File: src/rtl/osc_fault_pkg.sv
package osc_fault_pkg;

    localparam int SEL_W   = 3;
    localparam int PM_W    = 3;
    localparam int NUM_CLK = 3;
    localparam int NUM_OSC = 2;

    typedef enum logic [SEL_W-1:0] {
        SRC_LF_XTAL = 3'd0,
        SRC_LF_INT  = 3'd1,
        SRC_MOD_INT = 3'd2,
        SRC_HF_XTAL = 3'd3,
        SRC_DCO     = 3'd4,
        SRC_SPARE5  = 3'd5,
        SRC_SPARE6  = 3'd6,
        SRC_SPARE7  = 3'd7
    } clk_src_e;

    typedef enum int {
        CLK_AUX  = 0,
        CLK_MAIN = 1,
        CLK_SUB  = 2
    } sys_clk_e;

    typedef enum int {
        OSC_LF = 0,
        OSC_HF = 1
    } osc_idx_e;

    localparam logic [PM_W-1:0] PM_SHUT_SHALLOW = 3'd6;
    localparam logic [PM_W-1:0] PM_SHUT_DEEP    = 3'd7;

    typedef struct packed {
        logic hf;
        logic lf;
    } osc_pair_t;

    function automatic logic hf_logic_off(input logic [PM_W-1:0] pm);
        return (pm == PM_SHUT_SHALLOW) || (pm == PM_SHUT_DEEP);
    endfunction

    function automatic clk_src_e reset_source(input int clk_idx);
        return (clk_idx == CLK_AUX) ? SRC_LF_INT : SRC_MOD_INT;
    endfunction

endpackage

File: src/rtl/osc_fault_flag.sv
module osc_fault_flag #(
    parameter logic RST_VAL = 1'b0
) (
    input  logic clk,
    input  logic rst,
    input  logic set_i,
    input  logic clr_i,
    output logic flag_o
);
    logic flag_q;

    always_ff @(posedge clk) begin
        if (rst)        flag_q <= RST_VAL;
        else if (set_i) flag_q <= 1'b1;
        else if (clr_i) flag_q <= 1'b0;
    end

    assign flag_o = flag_q;

    // a set in the same cycle as a clear wins
    p_set_wins_r3: assert property (@(posedge clk) disable iff (rst)
        set_i |=> flag_o);

    // sticky without a clear
    p_sticky_r2: assert property (@(posedge clk) disable iff (rst)
        (flag_o && !clr_i) |=> flag_o);

    // no spurious set
    p_no_spurious_r11: assert property (@(posedge clk) disable iff (rst)
        (!flag_o && !set_i) |=> !flag_o);
endmodule

File: src/rtl/osc_src_override.sv
module osc_src_override
    import osc_fault_pkg::*;
#(
    parameter bit       HF_REDIRECT = 1'b1,
    parameter clk_src_e RST_SRC     = SRC_MOD_INT
) (
    input  logic             clk,
    input  logic             rst,
    input  logic [SEL_W-1:0] user_sel_i,
    input  logic             lf_bad_i,
    input  logic             hf_bad_i,
    output logic [SEL_W-1:0] eff_o
);
    clk_src_e user_src;
    clk_src_e next_src;
    clk_src_e eff_q;

    assign user_src = clk_src_e'(user_sel_i);

    always_comb begin
        next_src = user_src;
        if (user_src == SRC_LF_XTAL && lf_bad_i)
            next_src = SRC_LF_INT;
        else if (HF_REDIRECT && user_src == SRC_HF_XTAL && hf_bad_i)
            next_src = SRC_MOD_INT;
    end

    always_ff @(posedge clk) begin
        if (rst) eff_q <= RST_SRC;
        else     eff_q <= next_src;
    end

    assign eff_o = eff_q;

    p_lf_fallback_r6: assert property (@(posedge clk) disable iff (rst)
        (user_sel_i == SRC_LF_XTAL && lf_bad_i) |=> (eff_o == SRC_LF_INT));

    p_hf_fallback_r7: assert property (@(posedge clk) disable iff (rst)
        (HF_REDIRECT && user_sel_i == SRC_HF_XTAL && hf_bad_i) |=> (eff_o == SRC_MOD_INT));

    p_passthru_r8: assert property (@(posedge clk) disable iff (rst)
        (!lf_bad_i && !hf_bad_i) |=> (eff_o == $past(user_sel_i)));
endmodule

File: src/rtl/osc_fault_guard.sv
module osc_fault_guard
    import osc_fault_pkg::*;
(
    input  logic             clk,
    input  logic             rst,
    input  logic             lf_on_i,
    input  logic             lf_fault_i,
    input  logic             hf_on_i,
    input  logic             hf_fault_i,
    input  logic [PM_W-1:0]  pwr_mode_i,
    input  logic             clr_lf_i,
    input  logic             clr_hf_i,
    input  logic             clr_comb_i,
    input  logic             ie_wr_i,
    input  logic             ie_wdata_i,
    input  logic [SEL_W-1:0] sel_aux_i,
    input  logic [SEL_W-1:0] sel_main_i,
    input  logic [SEL_W-1:0] sel_sub_i,
    output logic             lf_flag_o,
    output logic             hf_flag_o,
    output logic             comb_flag_o,
    output logic             ie_o,
    output logic             nmi_req_o,
    output logic [SEL_W-1:0] eff_aux_o,
    output logic [SEL_W-1:0] eff_main_o,
    output logic [SEL_W-1:0] eff_sub_o
);
    osc_pair_t det;
    osc_pair_t flag;
    osc_pair_t bad;
    logic [NUM_OSC-1:0] det_v, clr_v, flag_v;
    logic comb_q;
    logic ie_q;
    logic [NUM_CLK-1:0][SEL_W-1:0] user_sel;
    logic [NUM_CLK-1:0][SEL_W-1:0] eff_sel;

    assign det.lf = lf_on_i & lf_fault_i;
    assign det.hf = hf_on_i & hf_fault_i & ~hf_logic_off(pwr_mode_i);

    assign det_v[OSC_LF] = det.lf;
    assign det_v[OSC_HF] = det.hf;
    assign clr_v[OSC_LF] = clr_lf_i;
    assign clr_v[OSC_HF] = clr_hf_i;

    for (genvar o = 0; o < NUM_OSC; o++) begin : g_osc
        osc_fault_flag #(.RST_VAL(1'b0)) i_flag (
            .clk    (clk),
            .rst    (rst),
            .set_i  (det_v[o]),
            .clr_i  (clr_v[o]),
            .flag_o (flag_v[o])
        );
    end

    assign flag.lf = flag_v[OSC_LF];
    assign flag.hf = flag_v[OSC_HF];

    osc_fault_flag #(.RST_VAL(1'b1)) i_comb (
        .clk    (clk),
        .rst    (rst),
        .set_i  (|det_v),
        .clr_i  (clr_comb_i),
        .flag_o (comb_q)
    );

    always_ff @(posedge clk) begin
        if (rst)          ie_q <= 1'b0;
        else if (ie_wr_i) ie_q <= ie_wdata_i;
    end

    // a crystal counts as failed while detected, or latched with the combined flag pending
    assign bad.lf = det.lf | (comb_q & flag.lf);
    assign bad.hf = det.hf | (comb_q & flag.hf);

    assign user_sel[CLK_AUX]  = sel_aux_i;
    assign user_sel[CLK_MAIN] = sel_main_i;
    assign user_sel[CLK_SUB]  = sel_sub_i;

    for (genvar c = 0; c < NUM_CLK; c++) begin : g_clk
        osc_src_override #(
            .HF_REDIRECT (c != CLK_AUX),
            .RST_SRC     (reset_source(c))
        ) i_ovr (
            .clk        (clk),
            .rst        (rst),
            .user_sel_i (user_sel[c]),
            .lf_bad_i   (bad.lf),
            .hf_bad_i   (bad.hf),
            .eff_o      (eff_sel[c])
        );
    end

    assign lf_flag_o   = flag.lf;
    assign hf_flag_o   = flag.hf;
    assign comb_flag_o = comb_q;
    assign ie_o        = ie_q;
    assign nmi_req_o   = comb_q & ie_q;
    assign eff_aux_o   = eff_sel[CLK_AUX];
    assign eff_main_o  = eff_sel[CLK_MAIN];
    assign eff_sub_o   = eff_sel[CLK_SUB];

    p_comb_follows_r4: assert property (@(posedge clk) disable iff (rst)
        (lf_on_i && lf_fault_i) |=> comb_flag_o);

    p_deep_hf_off_r9: assert property (@(posedge clk) disable iff (rst)
        (hf_logic_off(pwr_mode_i) && !hf_flag_o) |=> !hf_flag_o);

    p_ie_hold_r5: assert property (@(posedge clk) disable iff (rst)
        !ie_wr_i |=> $stable(ie_o));

    p_reset_state_r1: assert property (@(posedge clk)
        rst |=> (comb_flag_o && !lf_flag_o && !hf_flag_o && !ie_o));
endmodule

File: config.mk
export PLATFORM = sky130hd
export DESIGN_NAME = osc_fault_guard
export DESIGN_NICKNAME = d
export VERILOG_FILES = /design/src/rtl/osc_fault_pkg.sv /design/src/rtl/osc_fault_flag.sv /design/src/rtl/osc_src_override.sv /design/src/rtl/osc_fault_guard.sv
export SDC_FILE = /design/constraint.sdc
export NUM_CORES = 1
export LEC_CHECK = 0
export BUFFER_PORTS_ARGS = -buffer_cell sky130_fd_sc_hd__buf_4
export CORE_MARGIN = 4
export CORE_UTILIZATION = 31
export CTS_CLUSTER_DIAMETER = 30
export DETAILED_ROUTE_END_ITERATION = 6
export GPL_ROUTABILITY_DRIVEN = 0
export PLACE_DENSITY = 0.66
export SLEW_MARGIN = 20
export SYNTH_ARGS = -nofsm -noshare
export SYNTH_HDL_FRONTEND = slang
export SYNTH_SLANG_ARGS = --single-unit
File: constraint.sdc
create_clock -name clk -period 2.69 [get_ports clk]
set_input_delay 0.538 -clock clk [delete_from_list [all_inputs] [get_ports clk]]
set_output_delay 0.538 -clock clk [all_outputs]
set_load 0.01 [all_outputs]
* After elaboration in Yosys (flattened, before gate mapping)
Index checks and enable logic that the tools add are counted.
Storage, ports and cells: logic and storage cells 45, memory bits (read-only) 0, register bits after elaboration 13, bits in latches 0, input bits 23, RAM bits 0, memories 0, output and inout bits 14
Operators by class: shift operators 0, equal/unequal tests 4, $add $sub $neg 0, bitwise gates (word level) 9, order comparisons 0, reductions and logical operators 15, multiply operators 0, multiplexer cells 8, div/mod/pow operators 0
Operators by type and width (count):
- 3-bit logical NOT | 3
- 3-bit OR reduction | 3
- 2-bit 2-to-1 mux | 4
- 1-bit bitwise AND | 6
- 3-bit by 2-bit equality test with 1-bit output (second input constant) | 2
- 3-bit equality test (second input constant) | 2
- 1-bit logical AND | 5
- 1-bit 2-to-1 mux | 4
- 2-bit nonzero test | 2
- 1-bit bitwise OR | 2
- 2-bit OR reduction | 1
- 1-bit logical OR | 1
- 1-bit NOT | 1

* Depth between registers and ports, before layout
Gate-level depths: netlist of run 1.
depth in word-level cells 8, mapped depth 3, gate-level depth less buffers 3

* By module
A second synthesis of run 1 with hierarchy kept.
Unflattened totals: cells, all modules 49, area total of the unflattened synthesis 515.5 um2
By module, submodules not included:
- osc_src_override (g_clk[1].i_ovr ...) | area an instance 116.4 um2, sequential area each 60.1 um2, times used 2, cells each 10
- osc_fault_guard | area an instance 86.3 um2, sequential area each 20.0 um2, times used 1, cells each 10
- osc_src_override (g_clk[0].i_ovr) | area an instance 86.3 um2, sequential area each 60.1 um2, times used 1, cells each 7
- osc_fault_flag (g_osc[0].i_flag ...) | area an instance 38.8 um2, sequential area each 20.0 um2, times used 2, cells each 4
- osc_fault_flag (i_comb) | area an instance 32.5 um2, sequential area each 20.0 um2, times used 1, cells each 4

* Worst setup path after synthesis of run 1
No wires, ideal clock.
path type input port to flip-flop, from input pwr_mode_i[2], to register g_osc[1].i_flag.flag_q, stages 3, arrival time 1.070 ns, path slack 1.550 ns, required time 2.620 ns, buffers on the path 0, cells stage by stage and2_1 or2_2 a21oi_1
On the way: longest elaborated chain between the ends 5, elaborated cells on any way between the ends 7, those cells by class eq/ne: 2; mux: 1; bitwise: 2; reduce/logical: 2
Ends and longest elaborated chain:
- from (decl) | RTL line osc_fault_guard.sv:10 | input logic [PM_W-1:0] pwr_mode_i,
- 3-bit equality test | RTL line osc_fault_pkg.sv:39 | return (pm == PM_SHUT_SHALLOW) || (pm == PM_SHUT_DEEP);
- 1-bit logical OR * | RTL line osc_fault_pkg.sv:39
- 1-bit NOT * | RTL line osc_fault_guard.sv:38 | assign det.hf = hf_on_i & hf_fault_i & ~hf_logic_off(pwr_mode_i);
- 1-bit bitwise AND * | RTL line osc_fault_guard.sv:38
- 1-bit 2-to-1 mux / 2-bit nonzero test (equally long branches)
- to (signal assigned) | RTL line osc_fault_flag.sv:13 | if (rst) flag_q <= RST_VAL;
- to (signal assigned) | RTL line osc_fault_flag.sv:14 | else if (set_i) flag_q <= 1'b1;
- to (signal assigned) | RTL line osc_fault_flag.sv:15 | else if (clr_i) flag_q <= 1'b0;
- to (decl) | RTL line osc_fault_flag.sv:10 | logic flag_q;
Mark *: on every way between the ends. The rest lies on a longest branch, timed or not. A chain may end at the register's enable or synchronous reset.

* Final worst setup path of run 1
from register i_comb.flag_q, in the netlist i_comb.flag_o, to output nmi_req_o
On the way: longest elaborated chain between the ends 1
Ends and longest elaborated chain:
- from (decl) | RTL line osc_fault_flag.sv:10
- from (signal assigned) | RTL line osc_fault_flag.sv:13
- from (signal assigned) | RTL line osc_fault_flag.sv:14
- from (signal assigned) | RTL line osc_fault_flag.sv:15
- 1-bit bitwise AND | RTL line osc_fault_guard.sv:97 | assign nmi_req_o = comb_q & ie_q;
- to (decl) | RTL line osc_fault_guard.sv:23 | output logic nmi_req_o,
No other way between the ends.

==> results of run 1 <==
## kinds of logic after synthesis
family / Yosys count
flip-flops: 13
buffers and inverters: 4
multiplexers: 1
AND/OR/NAND/NOR: 19
AO/OA/AOI/OAI: 11
## worst paths after layout
check / cells past startpoint / end / startpoint / slack [ns]
worst min-delay path: 3 / g_clk[0].i_ovr.eff_o[0] / sel_aux_i[0] / 0.46
worst max-delay path: 2 / nmi_req_o / i_comb.flag_o / 1.19
worst min register to register: 2 / g_osc[1].i_flag.flag_o / g_osc[1].i_flag.flag_o / 0.50
worst max register to register: 3 / g_clk[1].i_ovr.eff_o[0] / i_comb.flag_o / 1.58
## synthesized netlist by cell type
| library cell | count | area (µm²) |
|---|---|---|
| dfxtp_1 | 13 | 260 |
| or2_2 | 3 | 18.8 |
| and2_2 | 1 | 7.51 |
| nand2_1 | 3 | 11.3 |
| and2_1 | 1 | 6.26 |
| a31oi_1 | 2 | 12.5 |
| a21oi_1 | 3 | 15.0 |
| nor2_1 | 2 | 7.51 |
| or3_1 | 2 | 12.5 |
| o31ai_1 | 1 | 7.51 |
| clkbuf_1 | 1 | 3.75 |
| nand3_1 | 1 | 5.00 |
| a22oi_2 | 1 | 12.5 |
| mux2i_1 | 1 | 10.0 |
| nor2b_1 | 4 | 25.0 |
| o21ai_0 | 2 | 10.0 |
| o211ai_1 | 2 | 15.0 |
| inv_1 | 3 | 11.3 |
| nand2b_1 | 2 | 12.5 |
## power by group
group / switching, µW / total, µW / internal [µW]
logic: 27.9 / 73.2 / 45.3
registers: 5.12 / 209 / 204
clock network: 60.1 / 117 / 57.3
total: 93.1 / 400 / 307
## layout make-up
cell class,instances,share of cell area (%)
Sequential cell,13,33.9
Clock buffer,4,3.42
Inverter,3,1.47
Timing Repair Buffer,35,34.2
Tap cell,15,2.44
Multi-Input combinational cell,31,24.6
## worst reg2reg max path, cell delays in order, from the launching register on
cell and delay [ns]:
dfxtp_1 0.42, a22oi_2 0.12, or3_1 0.33, a31oi_1 0.17
## metal layers
layer / global-route usage [%] / vias up
met5: 0 / -
met4: 6.63 / 0
met3: 2.73 / 2
met2: 22.0 / 21
met1: 13.1 / 193
li1: - / 237
## flip-flops by register name (all words and copies together) (netlist names)
name	cells
g_clk.i_ovr.eff_o	9
i_comb.flag_o	1
ie_o	1
g_osc.i_flag.flag_o	2
## stage by stage
| stage | worst slack (ns) | hold WS [ns] | util (%) | instance area [µm²] | cells |
|---|---|---|---|---|---|
| 2_1_floorplan | 1.55 | 0.505 | - | 464 | 48 |
| 3_3_place_gp | 1.41 | 0.481 | 55.0 | 742 | 97 |
| 3_5_place_dp | 1.41 | 0.487 | 55.0 | 742 | 97 |
| 4_1_cts | 1.18 | 0.456 | 56.9 | 768 | 101 |
| 5_1_grt | 1.12 | 0.479 | 56.9 | 768 | 101 |
| 6_report | 1.19 | 0.459 | 56.9 | 768 | 101 |
==> results_dict.tcl, run 1 <==
set metrics [dict create \
    cts_resized 0 \
    cap_violations 0 \
    synth.area.mux_share_pct 2.16 \
    worstPathRequired_ns 2.15 \
    finalSetupViolCount 0 \
    cts_sinks 13 \
    final_cell_mix "buf_4, dfxtp_1, nor2b_1" \
    finalMaxSlewViolations 0 \
    multi_input_area_um2 189 \
    worstHoldPathType "input pin to flop" \
    fp.dieH_um 46.7 \
    fillers 139 \
    syn_nets 71 \
    cts_buffer_depth 2 \
    seqCellArea_um2 260 \
    clk_pin_slew_worst_paths_ns 0.08 \
    ys_ff_latch 13 \
    drc_errors 0 \
    dr_wl_met3_um 139 \
    grt_pass1_vias 447 \
    fin_crit_ns 1.50 \
    layout.nets 110 \
    drive_above_1_share_pct 50.0 \
    wire_per_inst_um 11.5 \
    netlist_area_um2 464 \
    synth_compound_area_share_pct 15.6 \
    cp_top_family "flip-flops" \
    cts_tree "built" \
    cp.arrival_ns 0.96 \
    ant_nets 0 \
    final.setup_skew_ns 0.00239 \
    rsz0062_at_grt "false" \
    area_growth_pct 65.5 \
    highest_layer "met4" \
    worstSetupPathType "flop to output port" \
    dieArea_mm2 0.00218 \
    hold_viol_final 0 \
    layout_commonest_cell "buf_4" \
    rows 13 \
    slowest_delay_ns 0.36 \
    worstSkewPairLatency_ns 0.27 \
    crit_path_end_kind "output port" \
    ys_seq_area_share_pct 56.1 \
    avgSynthCellArea_um2 9.67 \
    drt_iter0_markers 2 \
    total_power_uw 400 \
    powerDensity_mw_per_mm2 520 \
    crit_slowest_cell "dfxtp_1" \
    grt_max_degree 14 \
    wirelength_um 1160 \
    cts_root_buffer "clkbuf_4" \
    gr-total-overflow 0 \
    synth-simple-area-share_pct 22.9 \
    coreArea_mm2 0.00135 \
    crit_chain "and2_2 > buf_4" \
    postSynthCellCount 48 \
    ioPinCount 37 \
    num_vias 453 \
    dr_wl_met2_um 571 \
    power.leakage_uw 0.000369 \
    synth_xor_area_share_pct 0 \
    n_antenna_cell 0 \
    fp.dieW_um 46.7 \
    period_share_pct 55.7 \
    worstSetupStartpointType "flop" \
    synth_top_family_by_area "simple AND/OR/NAND/NOR gates" \
    setup_tns_ns 0 \
    first_pass_iters 2 \
    slew_headroom_pct 87.0 \
    hold_buffers 0 \
    grtUsageTotal_pct 12.3 \
    start_util_pct 34.4 \
    crit_fanout 5 \
    antenna_found_initial 0 \
    synth_fa_ha_area_share_pct 0 \
    status "finished clean" \
    io_buffers 35 \
    max_freq_mhz 667 \
    vias_per_cell 4.49 \
    synth.distinct_cells 19 \
    worst_pin_slew_ns 0.194 \
    htreeDepth 1 \
    path_buf_inv 1 \
    yosys_warnings 0 \
    cts_setup_buffers 0 \
    wl_met1_um 429 \
    peakVddDrop_mv 0.293 \
    numCtsBuffers 3 \
    grt_first_pass_wirelength_um 1850 \
]
No activity file was read; power rests on OpenSTA's default activity.
==> run 2, diff against run 1 <==
==> constraint.sdc (replaced) <==
create_clock -name clk -period 1.4 [get_ports clk]
set_input_delay 0.28 -clock clk [delete_from_list [all_inputs] [get_ports clk]]
set_output_delay 0.28 -clock clk [all_outputs]
set_load 0.01 [all_outputs]
==> run 2 against run 1 <==
Effect of this change: worst setup slack worse by 1.0 ns; clock-buffer cell count stayed put; critical endpoint unchanged; total power is 92% higher; clock power is 91% higher; routed wire length is 5.0% higher; via count is 2.4% higher; combinational power is 93% higher; register-to-register slack worse by 1.3 ns; worst hold slack worse by 0.26 ns; design area stayed put.
==> results_dict.tcl, run 2 (same netlist as run 1, synthesis figures left out) <==
set metrics [dict create \
    status "finished clean" \
    gr-total-overflow 0 \
    cts_setup_buffers 0 \
    hpwl_um 978 \
    holdPathEnd "g_clk[0].i_ovr.eff_o[0]" \
    rrSetupSlack_ns 0.32 \
    worstPathRequired_ns 1.12 \
    cts_buffer_depth 2 \
    num_vias 464 \
    dr_wl_met3_um 131 \
    peakVddDrop_mv 0.439 \
    first_pass_iters 2 \
    stdcell_area_um2 768 \
    coreArea_mm2 0.00135 \
    highest_layer "met4" \
    numCtsBuffers 3 \
    cap_violations 0 \
    grt_pass1_vias 454 \
    holdPathStages 3 \
    cp.arrival_ns 0.96 \
    worst_pin_slew_ns 0.201 \
    grt_first_pass_wirelength_um 1810 \
    setup_ws_ns 0.161 \
    wire_per_inst_um 12.0 \
    r2r-end "g_clk[1].i_ovr.eff_o[0]" \
    wl_met1_um 490 \
    drc_errors 0 \
    cts_root_buffer "clkbuf_4" \
    grt_max_degree 14 \
    vias_per_cell 4.59 \
    crit_fanout 5 \
    worstSetupStartpointType "flop" \
    worstSkewPairLatency_ns 0.26 \
    rsz0062_at_grt "false" \
    layout_commonest_cell "buf_4" \
    start_util_pct 34.4 \
    slew_headroom_pct 86.5 \
    dieArea_mm2 0.00218 \
    antenna_found_initial 0 \
    cts_sinks 13 \
    fp.dieH_um 46.7 \
    drt_iter0_markers 4 \
    final_cell_mix "buf_4, dfxtp_1, nor2b_1" \
    setup_tns_ns 0 \
    r2r-start "i_comb.flag_o" \
    n_antenna_cell 0 \
    worstHoldPathType "input pin to flop" \
    hold_viol_final 0 \
    finalSetupViolCount 0 \
    finalMaxSlewViolations 0 \
    power.leakage_uw 0.000369 \
    ioPinCount 37 \
    dpl-instance-area_um2 742 \
    cts_resized 0 \
    wirelength_um 1220 \
    cts_tree "built" \
    dr_wl_met2_um 573 \
    layout.nets 110 \
    powerDensity_mw_per_mm2 997 \
    worstSetupPathType "flop to output port" \
    fp.dieW_um 46.7 \
    hold_buffers 0 \
    final.setup_skew_ns 0.00104 \
    area_growth_pct 65.5 \
    fillers 128 \
    fin_crit_ns 1.24 \
    drive_above_1_share_pct 50.0 \
    hp-start "sel_aux_i[0]" \
    htreeDepth 1 \
    holdWs_ns 0.203 \
    max_freq_mhz 807 \
    dp_slack_ns 0.336 \
    io_buffers 35 \
    rr_worst_depth 3 \
    largest_register_ffs 9 \
    period_share_pct 88.5 \
    crit_path_end_kind "output port" \
    ant_nets 0 \
    grtUsageTotal_pct 12.3 \
    clk_pin_slew_worst_paths_ns 0.08 \
    rows 13 \
]
==> run 2: layout make-up <==
type | instances | area, µm² | share of cell area (%)
clock buffers | 4 | 26.3 | 3.42
inverters | 3 | 11.3 | 1.47
multi-input cells | 31 | 189 | 24.6
flip-flops and latches | 13 | 260 | 33.9
well taps | 15 | 18.8 | 2.44
repair buffers | 35 | 263 | 34.2
==> run 2: how the worst max path moves through the flow <==
stage | cells after the start | endpoint | startpoint
5_1_grt | 2 | nmi_req_o | i_comb.flag_o
4_1_cts | 2 | nmi_req_o | i_comb.flag_o
2_1_floorplan | 3 | g_clk[1].i_ovr.eff_o[0] | i_comb.flag_o
6_report | 2 | nmi_req_o | i_comb.flag_o
3_3_place_gp | 3 | g_clk[1].i_ovr.eff_o[0] | i_comb.flag_o
3_5_place_dp | 3 | g_clk[1].i_ovr.eff_o[0] | i_comb.flag_o
==> run 2: power breakdown <==
group          internal (µW)  total (µW)  leakage [µW]  switching [µW]
registers                392         402      0.000108            9.91
clock network            110         223     0.0000150             113
logic                   87.0         141      0.000245            54.4
total                    589         766      0.000369             177
==> run 2: worst max-delay path, stage by stage, from the launching register on <==
cell	delay, ns
dfxtp_1	0.36
and2_2	0.20
buf_4	0.14
==> run 2: through the flow <==
stage / utilization, % / power, µW / instances
CTS: 56.9 / 782 / 101
floorplan: - / 460 / 48
global route: 56.9 / 804 / 101
global placement: 55.0 / 552 / 97
detailed placement: 55.0 / 554 / 97
finish: 56.9 / 766 / 101
==> run 2: metal layers <==
layer	vias to the layer above	global-route usage, %
met2	21	19.2
met5	-	0
met4	0	8.29
met1	202	14.0
met3	2	4.30
li1	239	-
==> run 3, diff against run 2 <==
--- a/config.mk
+++ b/config.mk
@@ -5,13 +5,15 @@
 export SDC_FILE = /design/constraint.sdc
 export NUM_CORES = 1
 export LEC_CHECK = 0
+export ABC_AREA = 1
 export BUFFER_PORTS_ARGS = -buffer_cell sky130_fd_sc_hd__buf_4
 export CORE_MARGIN = 4
 export CORE_UTILIZATION = 31
 export CTS_CLUSTER_DIAMETER = 30
+export CTS_CLUSTER_SIZE = 8
 export DETAILED_ROUTE_END_ITERATION = 6
 export GPL_ROUTABILITY_DRIVEN = 0
-export PLACE_DENSITY = 0.66
+export RECOVER_POWER = 100
 export SLEW_MARGIN = 20
 export SYNTH_ARGS = -nofsm -noshare
 export SYNTH_HDL_FRONTEND = slang
==> run 3 against run 2 <==
Effect of this change: sequential share of layout area up 0.56 points; sequential power is essentially flat; die area rose by 9.6%; largest power group unchanged.
==> results_dict.tcl, run 3 <==
set metrics [dict create \
    status "finished clean" \
    slew_headroom_pct 63.5 \
    worstSetupEndpoint "nmi_req_o" \
    finalMaxSlewViolations 0 \
    final_cell_mix "buf_4, clkbuf_1, nand2_1" \
    antenna_found_initial 0 \
    p_switching_uw 191 \
    coreArea_mm2 0.00154 \
    hpwl_um 924 \
    grt_max_degree 11 \
    netSwitchingFraction_pct 25.2 \
    synth_common_cells "dfxtp_1, inv_1, nand2_1" \
    period_share_pct 86.1 \
    power.leakage_uw 0.000389 \
    ys_async_sr_fraction_pct 0 \
    syn_nets 89 \
    crit_fanout 5 \
    grtUsageTotal_pct 10.6 \
    crit_path_end_kind "output port" \
    fillers 172 \
    seqPwrFrac_pct 52.9 \
    ant_nets 0 \
    worstPathRequired_ns 1.12 \
    ys_seq_area_share_pct 50.2 \
    fp.dieW_um 48.9 \
    holdPathStages 2 \
    holdWs_ns 0.182 \
    peakVddDrop_mv 0.474 \
    htreeDepth 1 \
    n_antenna_cell 0 \
    drc_errors 0 \
    rr_worst_depth 5 \
    ioPinCount 37 \
    hold_viol_final 0 \
    numCtsBuffers 3 \
    max_freq_mhz 829 \
    synth-edff-count 0 \
    synth_top_area_cell "dfxtp_1" \
    worstSkewPairLatency_ns 0.27 \
    r2r-start "i_comb.flag_o" \
    final.setup_skew_ns 0.000227 \
    largest_register_ffs 9 \
    p_int_uw 566 \
    rows 14 \
    finalSetupViolCount 0 \
    synth.distinct_cells 17 \
    num_vias 499 \
    layout.nets 128 \
    gr-total-overflow 0 \
    final_util_pct 49.0 \
    rsz0062_at_grt "false" \
    hold_buffers 0 \
    dieArea_mm2 0.00239 \
    cts_buffer_depth 2 \
    clk_pin_slew_worst_paths_ns 0.08 \
    worstHoldPathType "input pin to flop" \
    total_power_uw 756 \
    wire_per_inst_um 9.69 \
    worstSetupPathType "flop to output port" \
    setup_tns_ns 0 \
    synth_flop_cell "dfxtp_1" \
    drive_above_1_share_pct 29.8 \
    cp.arrival_ns 0.93 \
    cts_resized 0 \
    vias_per_cell 4.16 \
    critical_path.startpoint "i_comb.flag_o" \
    netlist.area_leader.share_pct 50.2 \
    drt_iter0_markers 0 \
    worstSetupStartpointType "flop" \
    rrSetupSlack_ns 0.59 \
    ys_ff_latch 13 \
    cts_root_buffer "clkbuf_4" \
    power_frac_comb_pct 17.0 \
    r2r-end "g_clk[2].i_ovr.eff_o[0]" \
    cts_tree "built" \
    avgSynthCellArea_um2 7.85 \
    postSynthCellCount 66 \
    fin_crit_ns 1.21 \
    netlist_area_um2 518 \
    cts_sinks 13 \
    pwr-share-clk_pct 30.1 \
    worst_pin_slew_ns 0.547 \
    grt_first_pass_wirelength_um 2010 \
    start_util_pct 33.6 \
    io_buffers 35 \
    yosys_warnings 0 \
    fp.dieH_um 48.9 \
    layout_commonest_cell "buf_4" \
    powerDensity_mw_per_mm2 1000 \
    grt_pass1_vias 509 \
    first_pass_iters 1 \
    cap_violations 0 \
    wirelength_um 1160 \
    ys_top_cells_by_area "dfxtp_1, inv_1, nand2_1" \
    area_growth_pct 45.9 \
    cts_setup_buffers 0 \
]
run 3: changes by cell type after synthesis, sizes merged, moves of 4 or more:
cell   before  now
inv         3   14
nand2       3   17
nor2        2   11
nor2b       4    0
run 3: critical path, cell delays in order, from the launching register on:
cell	delay [ns]
dfxtp_1	0.40
nand2_1	0.07
inv_1	0.05
clkbuf_1	0.14
run 3: logic make-up (layout without fill, tap and decap cells):
group / count (synthesis) / count (layout) / synth area share (%)
flops: 13 / 13 / 50.2
simple gates: 32 / 32 / 29.0
compound gates: 6 / 6 / 7.97
buf+inv: 15 / 53 / 12.8
run 3: power groups by stage:
stage / clock network (µW) / logic [µW] / registers [µW]
floorplan: 0 / 51.7 / 420
global placement: 0 / 151 / 409
detailed placement: 0 / 152 / 409
CTS: 243 / 153 / 401
global route: 251 / 146 / 403
finish: 228 / 129 / 400
run 3: worst min path at each step:
stage                  startpoint                      end  slack, ns
global route              ie_wr_i                     ie_o       0.18
global placement          ie_wr_i                     ie_o       0.47
finish                    ie_wr_i                     ie_o       0.18
CTS                       ie_wr_i                     ie_o       0.18
floorplan           sel_main_i[1]  g_clk[1].i_ovr.eff_o[1]       0.36
detailed placement        ie_wr_i                     ie_o       0.47
run 3: layout make-up:
| cell class | count | area (µm²) | share of cell area (%) |
|---|---|---|---|
| flip-flops and latches | 13 | 260 | 34.4 |
| repair buffers | 35 | 206 | 27.3 |
| multi-input cells | 38 | 189 | 25.0 |
| inverters | 14 | 53.8 | 7.12 |
| clock buffers | 4 | 26.3 | 3.48 |
| well taps | 16 | 20.0 | 2.65 |
run 3: metrics by stage:
step,setup slack [ns],instance area [µm²],instances
CTS,0.210,816,120
detailed placement,0.494,790,116
global route,0.125,756,120
finish,0.194,756,120
floorplan,0.565,518,66
global placement,0.509,790,116
run 3: layer usage:
| metal | track usage [%] | share of wire, % |
|---|---|---|
| met1 | 12.1 | 46 |
| met2 | 16.3 | 43 |
| met3 | 3.06 | 9.6 |
| met4 | 8.07 | 1.1 |
| met5 | 0 | 0 |
